**src/rtl/dda_arc_pkg.sv**
```systemverilog
package dda_arc_pkg;

    // Per-axis move decision for one iteration.
    typedef struct packed {
        logic fire;
        logic neg;
    } move_t;

    // Index of the highest set bit; 0 for a zero input.
    function automatic int unsigned top_bit(input int unsigned v);
        int unsigned p;
        p = 0;
        for (int i = 0; i < 32; i++) begin
            if (v[i]) p = i;
        end
        return p;
    endfunction

    // Left shift that lifts the top bit of mag up to bit position tgt.
    function automatic int unsigned lift_shift(input int unsigned mag, input int unsigned tgt);
        int unsigned p;
        if (mag == 0) return 0;
        p = top_bit(mag);
        return (p >= tgt) ? 0 : (tgt - p);
    endfunction

    function automatic int unsigned magnitude(input int v);
        return (v < 0) ? int'(-v) : int'(v);
    endfunction

    // Absolute distance between two signed coordinates.
    function automatic int unsigned span(input int a, input int b);
        return magnitude(b - a);
    endfunction

    // Direction of a step: 1 = toward negative values.
    // other: coordinate on the crossing axis, own/own_end: this axis.
    function automatic logic axis_negative(input int other, input int own,
                                           input int own_end, input logic ccw,
                                           input logic is_y);
        if (other != 0) return (ccw ^ is_y) ? (other > 0) : (other < 0);
        return own_end < own;
    endfunction

endpackage

```
**src/rtl/dda_integrand.sv**
```systemverilog
module dda_integrand #(
    parameter int CW  = 12,
    parameter int IW  = CW + 2,
    parameter int SHW = 4
) (
    input  logic signed [CW-1:0] coord,
    input  logic [SHW-1:0]       shift,
    output logic [IW-1:0]        value
);
    logic [CW-1:0] mag;
    logic [CW-1:0] mag_floor;

    always_comb begin
        mag       = coord[CW-1] ? CW'(-coord) : CW'(coord);
        // A zero integrand would stall an axis that still has distance left.
        mag_floor = (mag == '0) ? CW'(1) : mag;
        value     = IW'(mag_floor) << shift;
    end
endmodule

```
**src/rtl/dda_acc_pair.sv**
```systemverilog
module dda_acc_pair #(
    parameter int IW = 14,
    parameter int AW = IW + 2
) (
    input  logic                clk,
    input  logic                rst,
    input  logic                clear,
    input  logic                iterate,
    input  logic [1:0]          enable,
    input  logic [1:0][IW-1:0]  integrand,
    output logic [1:0]          fire
);
    localparam int LW = AW + 1;
    localparam logic signed [LW-1:0] MODL = {{(LW-IW-1){1'b0}}, 1'b1, {IW{1'b0}}};

    logic signed [AW-1:0] acc    [2];
    logic signed [LW-1:0] sum    [2];
    logic signed [LW-1:0] addend [2];
    logic signed [LW-1:0] nxt    [2];
    logic [1:0]           ovf;
    logic [1:0]           ahead;

    for (genvar a = 0; a < 2; a++) begin : g_axis
        always_comb begin
            addend[a] = $signed({{(LW-IW){1'b0}}, integrand[a]});
            sum[a]    = LW'(acc[a]) + addend[a];
            ovf[a]    = enable[a] && (sum[a] >= MODL);
            // Next iteration's addition, tried early.
            ahead[a]  = enable[a] && ((sum[a] + addend[a]) >= MODL);
        end

        // Own overflow, or a borrow merged with the other axis's overflow.
        assign fire[a] = ovf[a] | (ovf[1-a] & ahead[a]);
        assign nxt[a]  = fire[a] ? (sum[a] - MODL) : sum[a];

        always_ff @(posedge clk) begin
            if (rst || clear) begin
                acc[a] <= '0;
            end else if (iterate && enable[a]) begin
                acc[a] <= AW'(nxt[a]);
            end
        end
    end
endmodule

```
**src/rtl/dda_arc_interp.sv**
```systemverilog
module dda_arc_interp
    import dda_arc_pkg::*;
#(
    parameter int          CW      = 12,
    parameter int unsigned END_TOL = 0
) (
    input  logic                 clk,
    input  logic                 rst,
    input  logic                 start,
    input  logic                 tick,
    input  logic                 ccw,
    input  logic [1:0]           weight_sel,
    input  logic signed [CW-1:0] x_start,
    input  logic signed [CW-1:0] y_start,
    input  logic signed [CW-1:0] x_end,
    input  logic signed [CW-1:0] y_end,
    output logic                 step_x,
    output logic                 dir_x,
    output logic                 step_y,
    output logic                 dir_y,
    output logic                 done
);
    localparam int IW       = CW + 2;
    localparam int AW       = IW + 2;
    localparam int SHW      = $clog2(CW + 1);
    localparam int NORM_TOP = CW - 3;

    logic signed [CW-1:0] cur_x, cur_y, tgt_x, tgt_y;
    logic signed [CW-1:0] nxt_x, nxt_y;
    logic [SHW-1:0]       norm_q;
    logic [1:0]           wsel_q;
    logic                 ccw_q;
    logic                 busy_q;
    logic                 done_q;
    logic                 iterate;
    logic [SHW-1:0]       shift;
    logic [1:0][IW-1:0]   integrand;
    logic [1:0]           enable;
    logic [1:0]           fire;
    move_t                mv_x, mv_y;
    logic                 fin_next;
    logic                 fin_load;
    int unsigned          peak;

    assign iterate = tick && busy_q && !start;
    assign shift   = norm_q + SHW'(wsel_q);

    // X integrates the Y coordinate, Y integrates the X coordinate.
    dda_integrand #(.CW(CW), .IW(IW), .SHW(SHW)) u_ig_x (
        .coord(cur_y), .shift(shift), .value(integrand[0])
    );
    dda_integrand #(.CW(CW), .IW(IW), .SHW(SHW)) u_ig_y (
        .coord(cur_x), .shift(shift), .value(integrand[1])
    );

    assign enable[0] = span(int'(cur_x), int'(tgt_x)) != 0;
    assign enable[1] = span(int'(cur_y), int'(tgt_y)) != 0;

    dda_acc_pair #(.IW(IW), .AW(AW)) u_acc (
        .clk      (clk),
        .rst      (rst),
        .clear    (start),
        .iterate  (iterate),
        .enable   (enable),
        .integrand(integrand),
        .fire     (fire)
    );

    always_comb begin
        mv_x.fire = fire[0];
        mv_x.neg  = axis_negative(int'(cur_y), int'(cur_x), int'(tgt_x), ccw_q, 1'b0);
        mv_y.fire = fire[1];
        mv_y.neg  = axis_negative(int'(cur_x), int'(cur_y), int'(tgt_y), ccw_q, 1'b1);

        nxt_x = cur_x;
        nxt_y = cur_y;
        if (mv_x.fire) nxt_x = mv_x.neg ? cur_x - CW'(1) : cur_x + CW'(1);
        if (mv_y.fire) nxt_y = mv_y.neg ? cur_y - CW'(1) : cur_y + CW'(1);

        fin_next = (span(int'(nxt_x), int'(tgt_x)) <= END_TOL) &&
                   (span(int'(nxt_y), int'(tgt_y)) <= END_TOL);
        fin_load = (span(int'(x_start), int'(x_end)) <= END_TOL) &&
                   (span(int'(y_start), int'(y_end)) <= END_TOL);

        peak = magnitude(int'(x_start));
        if (magnitude(int'(y_start)) > peak) peak = magnitude(int'(y_start));
        if (magnitude(int'(x_end))   > peak) peak = magnitude(int'(x_end));
        if (magnitude(int'(y_end))   > peak) peak = magnitude(int'(y_end));
    end

    always_ff @(posedge clk) begin
        if (rst) begin
            cur_x  <= '0;
            cur_y  <= '0;
            tgt_x  <= '0;
            tgt_y  <= '0;
            norm_q <= '0;
            wsel_q <= '0;
            ccw_q  <= 1'b0;
            busy_q <= 1'b0;
            done_q <= 1'b0;
            step_x <= 1'b0;
            step_y <= 1'b0;
            dir_x  <= 1'b0;
            dir_y  <= 1'b0;
        end else if (start) begin
            cur_x  <= x_start;
            cur_y  <= y_start;
            tgt_x  <= x_end;
            tgt_y  <= y_end;
            norm_q <= SHW'(lift_shift(peak, NORM_TOP));
            wsel_q <= weight_sel;
            ccw_q  <= ccw;
            busy_q <= !fin_load;
            done_q <= fin_load;
            step_x <= 1'b0;
            step_y <= 1'b0;
        end else begin
            step_x <= iterate && mv_x.fire;
            step_y <= iterate && mv_y.fire;
            if (iterate) begin
                cur_x  <= nxt_x;
                cur_y  <= nxt_y;
                busy_q <= !fin_next;
                done_q <= fin_next;
                if (mv_x.fire) dir_x <= mv_x.neg;
                if (mv_y.fire) dir_y <= mv_y.neg;
            end
        end
    end

    assign done = done_q;
endmodule

```
**config.mk**
```make
export PLATFORM = sky130hd
export DESIGN_NAME = dda_arc_interp
export DESIGN_NICKNAME = d
export VERILOG_FILES = /design/src/rtl/dda_arc_pkg.sv /design/src/rtl/dda_integrand.sv /design/src/rtl/dda_acc_pair.sv /design/src/rtl/dda_arc_interp.sv
export SDC_FILE = /design/constraint.sdc
export NUM_CORES = 1
export LEC_CHECK = 0
export BUFFER_PORTS_ARGS = -buffer_cell sky130_fd_sc_hd__buf_2
export CAP_MARGIN = 15
export CORE_MARGIN = 2
export CORE_UTILIZATION = 35
export DETAILED_ROUTE_END_ITERATION = 6
export GPL_ROUTABILITY_DRIVEN = 0
export GPL_TIMING_DRIVEN = 1
export HOLD_SLACK_MARGIN = 0.03
export PLACE_DENSITY = 0.55
export SLEW_MARGIN = 10
export SYNTH_ARGS = -nofsm -noshare
export SYNTH_HDL_FRONTEND = slang
export SYNTH_HIERARCHICAL = 1
export SYNTH_SLANG_ARGS = --single-unit
```
**constraint.sdc**
```tcl
create_clock -name clk -period 11.45 [get_ports clk]
set_input_delay 1.145 -clock clk [delete_from_list [all_inputs] [get_ports clk]]
set_output_delay 1.145 -clock clk [all_outputs]
set_load 0.02 [all_outputs]
```
=== After elaboration in Yosys (flattened, before gate mapping) ===
Memories as Yosys holds them, arrays and structs flattened.
Index checks and enable logic that the tools add are counted.
W data, S select, Z words.

* Add/subtract/negate cells: 30
* Multipliers: 0
* Div/mod/pow operators: 0
* Magnitude comparators: 28
* Eq/ne operators: 0
* Shift operators: 2
* Muxes and demuxes: 88
* Bitwise gates (word level): 7
* Reductions and logical operators: 27

{| class="wikitable"
|+ Operators by type and width
! operator !! count
|-
| $mux W32 || 46
|-
| $neg A13 Y32 || 6
|-
| $mux W12 || 12
|-
| $le A32 B1 Y1 const B || 4
|-
| $neg A12 Y32 || 4
|-
| $reduce_bool A32 Y1 || 4
|-
| $gt A32 B32 Y1 || 3
|-
| $lt A13 B1 Y1 const B || 6
|-
| $sub A12 B12 Y13 || 6
|-
| $lt A12 B1 Y1 const B || 6
|-
| $ge A17 B16 Y1 const B || 4
|-
| $mux W16 || 4
|-
| $add A16 B15 Y17 || 2
|-
| $add A17 B15 Y17 || 2
|-
| $ge A32 B4 Y1 const B || 1
|-
| $logic_not A32 Y1 || 1
|-
| $sub A16 B16 Y16 const B || 2
|-
| $shl A12 B4 Y14 || 2
|-
| $add A12 B2 Y12 const B || 2
|-
| $gt A12 B1 Y1 const B || 2
|-
| $logic_not A12 Y1 || 2
|-
| $lt A12 B12 Y1 || 2
|-
| $mux W1 || 24
|-
| $neg A12 Y12 || 2
|-
| 13 further kinds || 33
|}

* Bits in registers: 61
* Latch bits: 0
* RAM bits: 32
* ROM bits: 0
* Bits of input ports: 55
* Output and inout bits: 5
* Logic and storage cells: 196
* Memories kept: 1

{| class="wikitable"
|+ Memory list
! name !! depth !! width !! rd ports !! clocked after memory_dff !! write ports !! RTL line !! RTL
|-
| u_acc.acc || 2 || 16 || 2 || 0 || 2 || dda_acc_pair.sv:16 || <nowiki>logic signed [AW-1:0] acc [2];</nowiki>
|}

=== Logic depth before layout (Yosys ltp) ===
Gate-level depths: netlist of run 1.

* Depth in word-level cells: 45
* Gate-level depth with buffers: 49

=== Hierarchy ===
Netlist of run 1, hierarchy kept.

{| class="wikitable"
|+ By module, submodules not included
! module !! instances !! cells an instance !! area an instance (um^2) !! seq. area each (um^2)
|-
| dda_arc_interp || 1 || 1610 || 11808.8 || 1221.2
|-
| dda_acc_pair || 1 || 468 || 4046.4 || 960.9
|-
| dda_integrand (u_ig_y) || 1 || 160 || 1113.6 || 0.0
|-
| dda_integrand (u_ig_x) || 1 || 153 || 1073.5 || 0.0
|}

=== Worst setup path before layout of run 1 ===
No wires, ideal clock.

* Path type: reg2reg
* Start: register cur_y[0]
* End: register done_q, in the netlist done
* Setup time: 59 ps
* Arrival: 9684 ps
* Path slack: 1707 ps
* Cell stages (with the launch flop): 45
* Buffers on the path: 2
* Clock period less this slack: 9743 ps
* Cells stage by stage: dfxtp_1 clkbuf_1 inv_1 ha_1 or3b_2 or4_4 a21oi_4 o211ai_4 a21oi_1 nand2_1 nor3_1 ha_1 a211o_1 and4bb_4 or4b_4 a311oi_2 or3_2 nand2_2 [... 9 more ...] buf_1 xor2_1 ha_1 inv_1 fa_1 a21o_1 a21oi_1 o21bai_1 a2111oi_0 o21bai_1 a21oi_1 xor2_1 nand2_1 or4_1 a221oi_1 nand4_1 o32ai_1 o21ba_1

{| class="wikitable"
|+ RTL lines
! element !! RTL line !! RTL
|-
| start, declared || dda_arc_interp.sv:28 || <nowiki>logic signed [CW-1:0] cur_x, cur_y, tgt_x, tgt_y;</nowiki>
|-
| start signal, assigned || dda_arc_interp.sv:108 || <nowiki>cur_y <= y_start;</nowiki>
|-
| start signal, assigned || dda_arc_interp.sv:123 || <nowiki>cur_y <= nxt_y;</nowiki>
|-
| end signal, assigned || dda_arc_interp.sv:115 || <nowiki>done_q <= fin_load;</nowiki>
|-
| end signal, assigned || dda_arc_interp.sv:125 || <nowiki>done_q <= fin_next;</nowiki>
|-
| end, declared || dda_arc_interp.sv:34 || <nowiki>logic done_q;</nowiki>
|}

==> results.json, run 1 <==
{
  "status": "completed",
  "syn_inst": 2391,
  "antenna_cells": 0,
  "dr.pass1.iters": 6,
  "placed_area_um2": 19400,
  "avgSynthCellArea_um2": 7.55,
  "drv_cap": 0,
  "finalCritPeriodShare_pct": 93.7,
  "crit_family": "compound AO/OA/AOI/OAI gates",
  "synth.most_common_cell": "ha_1",
  "rsz0062_at_grt": "no",
  "clock_sinks": 93,
  "critPathCaptureType": "flip-flop",
  "avgViaCountPerCell": 5.65,
  "fillers": 5316,
  "fin_area_um2": 19800,
  "synthArstFlopShare_pct": 0,
  "path_clk_slew_ps": 80,
  "whs_ps": 499,
  "ys.flop_type": "dfxtp_1",
  "tightest_slew_ps": 926,
  "ir_drop_mv": 0.0629,
  "grt_max_degree": 43,
  "postRouteAntennaNets": 0,
  "synth_top_cell_area_share_pct": 17.5,
  "portBuffers": 59,
  "synth_adder_area_share_pct": 19.0,
  "synthTopCellsByCount": "ha_1 (253), nor2_1 (241), inv_1 (201), a21oi_1 (182), nand2_1 (146)",
  "p_leak_uw": 0.00880,
  "die_x_um": 231,
  "tns_ps": 0,
  "root_buffer": "clkbuf_16",
  "routed_wl_um": 56100,
  "ys_warn_count": 6,
  "cts_tree": "done",
  "cts_resized": 0,
  "antenna_found_initial": 2,
  "cp_max_fo": 14,
  "p_per_area_nw_per_um2": 118,
  "slew_viol_final": 0,
  "synth-seq-cells": 93,
  "drive_above_1_share_pct": 7.59,
  "relSlewSlack_pct": 37.4,
  "crit_path_max_incr_delay_ps": 620,
  "synthXorXnorAreaFrac_pct": 7.81,
  "cts_made_buffers": 9,
  "cts_hold_buf": 0,
  "grt_usage_pct": 20.8,
  "placed_cells": 3181,
  "finalSetupViolCount": 0,
  "synth_compound_area_share_pct": 26.9,
  "cp.required_ps": 11790,
  "crit_type": "reg2reg",
  "dr_total_vias": 18100,
  "initial_utilization_pct": 35.3,
  "final_cells": 3198,
  "remaining_drc_errors": 0,
  "drt_iter0_markers": 1213,
  "synth_edf_count": 32,
  "path_buf_inv": 5,
  "post_drt_wl_per_cell_um": 17.6,
  "boundaryPins": 60,
  "hold_viol": 0,
  "synth_top_family_by_area": "compound AO/OA/AOI/OAI gates",
  "fmax_mhz": 93.2,
  "grt_pass1_vias": 17200,
  "skew_ps": 17.3,
  "htreeDepth": 3,
  "post_cts_buffers": 0,
  "rows": 83,
  "synth_cell_types": 121,
  "synth.largest_area_cell": "ha_1",
  "worstHoldPathType": "reg2reg",
  "clk_latency_ps": 390,
  "cpMaxStageDelayCell": "fa_1",
  "arrival_ps": 11070,
  "design.core.area_um2": 51100,
  "synthSimpleGateAreaFrac_pct": 22.6,
  "hpwl_um": 45600,
  "synth.mux.area_fraction_pct": 5.49,
  "grt_pass1_wl_um": 90100,
  "min_period_ps": 10730,
  "dieArea_um2": 53400,
  "path_common_cell": "ha_1",
  "clock_path_buffers": 2,
  "nets": 2834,
  "ys_seq_area_share_pct": 12.1,
  "start_kind": "flip-flop",
  "syn2layout_area_growth_pct": 9.51,
  "syn-cell-area_um2": 18000,
  "die_h_um": 231,
  "synth.area.top_cells": "ha_1 (18%), dfxtp_1 (6.8%), xnor2_1 (5.4%)",
  "grt_overflow": 0
}
==> layout by cell type, fill, tap and decap left out, types with 16 or more instances in the layout <==
cell type	count
ha_1	253
nor2_1	241
inv_1	200
a21oi_1	182
nand2_1	146
o21ai_0	119
conb_1	112
xnor2_1	110
mux2i_1	75
nor3_1	63
dfxtp_1	59
buf_2	58
nand3_1	55
a21o_1	49
xor2_1	47
a211oi_1	39
nor2b_1	35
nand4_1	35
o31ai_1	33
nand2b_1	32
edfxtp_1	32
o21a_1	26
and3_1	24
nor4_1	22
or3_1	21
o21bai_1	19
o211ai_1	18
buf_4	17
o21ai_1	16
==> logic make-up after synthesis <==
kind of cell / after synthesis
AO/OA/AOI/OAI: 704
XOR/XNOR: 160
adder cells (fa/ha/maj): 266
buffers and inverters: 281
flip-flops: 93
multiplexers: 92
other: 2
AND/OR/NAND/NOR: 793
==> registers in the layout, summed over array words and instances, names as in the netlist <==
name,cells
norm_q,4
tgt_y,12
cur_x,12
dir_x,1
dir_y,1
done,1
ccw_q,1
step_x,1
wsel_q,2
step_y,1
u_acc/acc,32
cur_y,12
busy_q,1
tgt_x,12
==> worst register-to-register path: cells and delay by family, from the launching register on <==
family	cells	cell delay (ps)
AO/OA/AOI/OAI	14	3410
AND/OR/NAND/NOR	12	2840
adder cells (fa/ha/maj)	6	2020
buffers and inverters	5	830
multiplexers	1	560
flip-flops	1	500
XOR/XNOR	2	500
==> final cells by class <==
type                            count  area, µm²  share of cell area [%]
Inverter                          206        781                    3.95
Tap cell                          680        851                    4.31
Clock buffer                       12        279                    1.41
Timing Repair Buffer               75        418                    2.12
Timing Repair inverter              1       5.00                  0.0253
Clock inverter                      4       27.5                   0.139
Sequential cell                    93       2180                    11.1
Multi-Input combinational cell   2127      15200                    77.0
==> metal layers <==
layer / share of wire, % / up-vias / global-route usage (%)
li1: - / 8970 / -
met3: 4.2 / 77 / 2.53
met5: 0.039 / - / 0
met4: 2.3 / 4 / 5.99
met2: 47 / 466 / 35.5
met1: 46 / 8547 / 27.3
==> per-stage QoR <==
step	power (µW)	utilization, %	worst slack (ps)
6_report	2330	38.7	722
3_3_place_gp	1940	38.0	622
3_5_place_dp	1970	38.0	377
4_1_cts	2310	38.6	374
5_1_grt	2550	38.7	4.21
2_1_floorplan	1620	-	1710
==> report_power, final <==
part	internal (µW)	leakage (µW)	switching, µW
logic	642	0.00779	960
registers	361	0.000862	39.0
clock network	174	0.000147	155
==> path summary, 6_finish.rpt <==
kind | to | startpoint | slack (ps) | depth (start not counted)
hold reg to reg | busy_q | busy_q | 500 | 2
hold / removal | busy_q | busy_q | 500 | 2
setup reg to reg | done | norm_q[0] | 720 | 40
setup / recovery | done | norm_q[0] | 720 | 40
Note: power is estimated with default switching activity, not from simulation.
==> run 2, diff against run 1 <==
- ABC_AREA: not set -> 1
==> run 2 against run 1 <==
Sequential share of layout area is 0.19 points higher; power rose by 4.5%; final area shrank 1.8%; sequential cell count stayed put; synthesized area fell by 1.5%; count of clock-buffer cells in the layout down 2; fmax rose by 10%; via count increased by 2.4%; sequential power down 2%; clock power fell by 2%; utilization hardly changed; synthesized cell count up 20%.
==> results.json, run 2 <==
{
  "final_common_cell": "nand2_1",
  "crit_start": "norm_q[0]",
  "grt_usage_pct": 20.3,
  "postRouteAntennaNets": 0,
  "root_buffer": "clkbuf_16",
  "htreeDepth": 3,
  "path_common_cell": "inv_1",
  "drv_cap": 0,
  "hold_end": "norm_q[0]",
  "regMostFlops": "u_acc/acc",
  "finalCritPeriodShare_pct": 85.0,
  "synth_cell_types": 68,
  "worstHoldPathType": "reg2reg",
  "cts_hold_buf": 0,
  "p_clk_share_pct": 13.2,
  "avgSynthCellArea_um2": 6.20,
  "min_period_ps": 9730,
  "drive_above_1_share_pct": 7.84,
  "hold_depth": 2,
  "cpMaxStageDelayCell": "inv_1",
  "design.core.area_um2": 50200,
  "p_int_uw": 1140,
  "rsz0062_at_grt": "no",
  "final_cells": 3681,
  "final_cell_mix": "nand2_1 (693), inv_1 (414), nor2_1 (275), ha_1 (253), a21oi_1 (194)",
  "ys.flop_type": "dfxtp_1",
  "synth.area.top_cells": "ha_1 (18%), nand2_1 (15%), inv_1 (8.7%)",
  "start_kind": "flip-flop",
  "dieArea_um2": 52600,
  "post_cts_buffers": 0,
  "synthTopCellsByCount": "nand2_1 (693), inv_1 (414), nor2_1 (275), ha_1 (253), a21oi_1 (194)",
  "placed_cells": 3665,
  "cp_max_fo": 18,
  "boundaryPins": 60,
  "hold_viol": 0,
  "avgViaCountPerCell": 5.03,
  "clock_sinks": 93,
  "tns_ps": 0,
  "finalSetupViolCount": 0,
  "remaining_drc_errors": 0,
  "fillers": 5497,
  "grt_pass1_wl_um": 88200,
  "synth.most_common_cell": "nand2_1",
  "die_x_um": 229,
  "grt_pass1_vias": 18000,
  "clk_latency_ps": 370,
  "clock_path_buffers": 2,
  "p_total_uw": 2440,
  "status": "completed",
  "arrival_ps": 10050,
  "initial_utilization_pct": 35.4,
  "worstRegToRegCells": 48,
  "synthArstFlopShare_pct": 0,
  "p_comb_share_pct": 70.7,
  "ys_seq_area_share_pct": 12.3,
  "seqPwrFrac_pct": 16.1,
  "cts_made_buffers": 9,
  "whs_ps": 461,
  "rr_startpoint": "norm_q[0]",
  "p_per_area_nw_per_um2": 126,
  "p_leak_uw": 0.0104,
  "syn_inst": 2864,
  "swShare_pct": 53.4,
  "post_drt_wl_per_cell_um": 14.5,
  "synth.largest_area_cell": "ha_1",
  "cts_resized": 0,
  "grt_overflow": 0,
  "synth_edf_count": 32,
  "ys_warn_count": 6,
  "cts_tree": "done",
  "dr_total_vias": 18500,
  "relSlewSlack_pct": 28.3,
  "rows": 82,
  "crit_path_max_incr_delay_ps": 570,
  "ir_drop_mv": 0.0694,
  "hpwl_um": 45200,
  "path_clk_slew_ps": 80,
  "slew_viol_final": 0,
  "min_from": "norm_q[0]",
  "skew_ps": 12.9,
  "portBuffers": 59,
  "synth_top_cell_area_share_pct": 17.8,
  "cp.required_ps": 11760,
  "crit_type": "reg2reg",
  "routed_wl_um": 53400,
  "fmax_mhz": 103,
  "die_h_um": 229,
  "reg2reg_slack_ps": 1720,
  "drt_iter0_markers": 1010,
  "antenna_found_initial": 1,
  "antenna_cells": 0,
  "grt_max_degree": 68,
  "switchingPower_uw": 1300,
  "synth-seq-cells": 93,
  "critPathCaptureType": "flip-flop",
  "tightest_slew_ps": 1070,
  "syn2layout_area_growth_pct": 9.20,
  "syn-cell-area_um2": 17800,
  "largest_register_ffs": 32,
  "r2r-end": "done",
  "nets": 3325,
  "dr.pass1.iters": 5
}
## run 2: cell count changes in the layout (fill, tap and decap cells not counted), moves of 38 or more
cell and delta:
nand2_1 +547, inv_1 +214, nand3_1 +108, xnor2_1 -91
mux2i_1 -73, xor2_1 +72, nand2_2 +44, o21ai_0 +38
## run 2: worst max path at each step
stage                end  cells past startpoint
finish              done                     48
global route        done                     51
CTS                 done                     49
detailed placement  done                     49
global placement    done                     52
floorplan           done                     63
## run 2: stage by stage
| stage | util (%) | cell area [µm²] | setup slack (ps) |
|---|---|---|---|
| after floorplan | - | 18200 | 3610 |
| after detailed placement | 38.1 | 19100 | 1840 |
| after global routing | 38.7 | 19400 | 755 |
| after CTS | 38.7 | 19400 | 1760 |
| final | 38.7 | 19400 | 1720 |
| after global placement | 38.1 | 19100 | 2070 |
## run 2: final cells by class
type                    count  area (µm²)  area share, %
inverters                 430        1610           8.32
repair buffers             64         333           1.72
flip-flops and latches     93        2180           11.2
multi-input cells        2406       14100           72.8
well taps                 672         841           4.33
clock inverters             6        50.0          0.258
clock buffers              10         250           1.29
## run 2: power groups by stage
stage	combinational, µW	sequential (µW)	clock [µW]
after floorplan	1340	385	0
after global placement	1670	399	0
after detailed placement	1690	399	0
after CTS	1700	391	332
after global routing	1960	395	344
final	1720	391	321
## run 2: cell families (layout without fill, tap and decap cells)
logic type                 after synthesis  count (layout)  synth area share [%]
and+or+nand+nor                       1383            1383                  34.4
AOI/OAI and AO/OA                      502             502                  16.3
buffers and inverters                  475             510                  10.6
adders and majority gates              266             266                  19.3
xor gates and xnor gates               141             141                  6.99
DFF                                     93              93                  12.3
other                                    2             112                0.0423
muxes                                    2               2                 0.113
## run 2: critical path: cells and delay by family (launching register included)
family | cells | cell delay [ps]
adder cells (fa/ha/maj) | 5 | 1660
AO/OA/AOI/OAI | 11 | 2280
AND/OR/NAND/NOR | 22 | 3550
flip-flops | 1 | 320
XOR/XNOR | 2 | 360
buffers and inverters | 8 | 1510
## run 2: layer usage
metal / global-route usage [%] / wire, µm
met4: 5.42 / 1120
met5: 0 / 14
met3: 1.54 / 1930
met1: 26.3 / 24900
met2: 36.2 / 25400
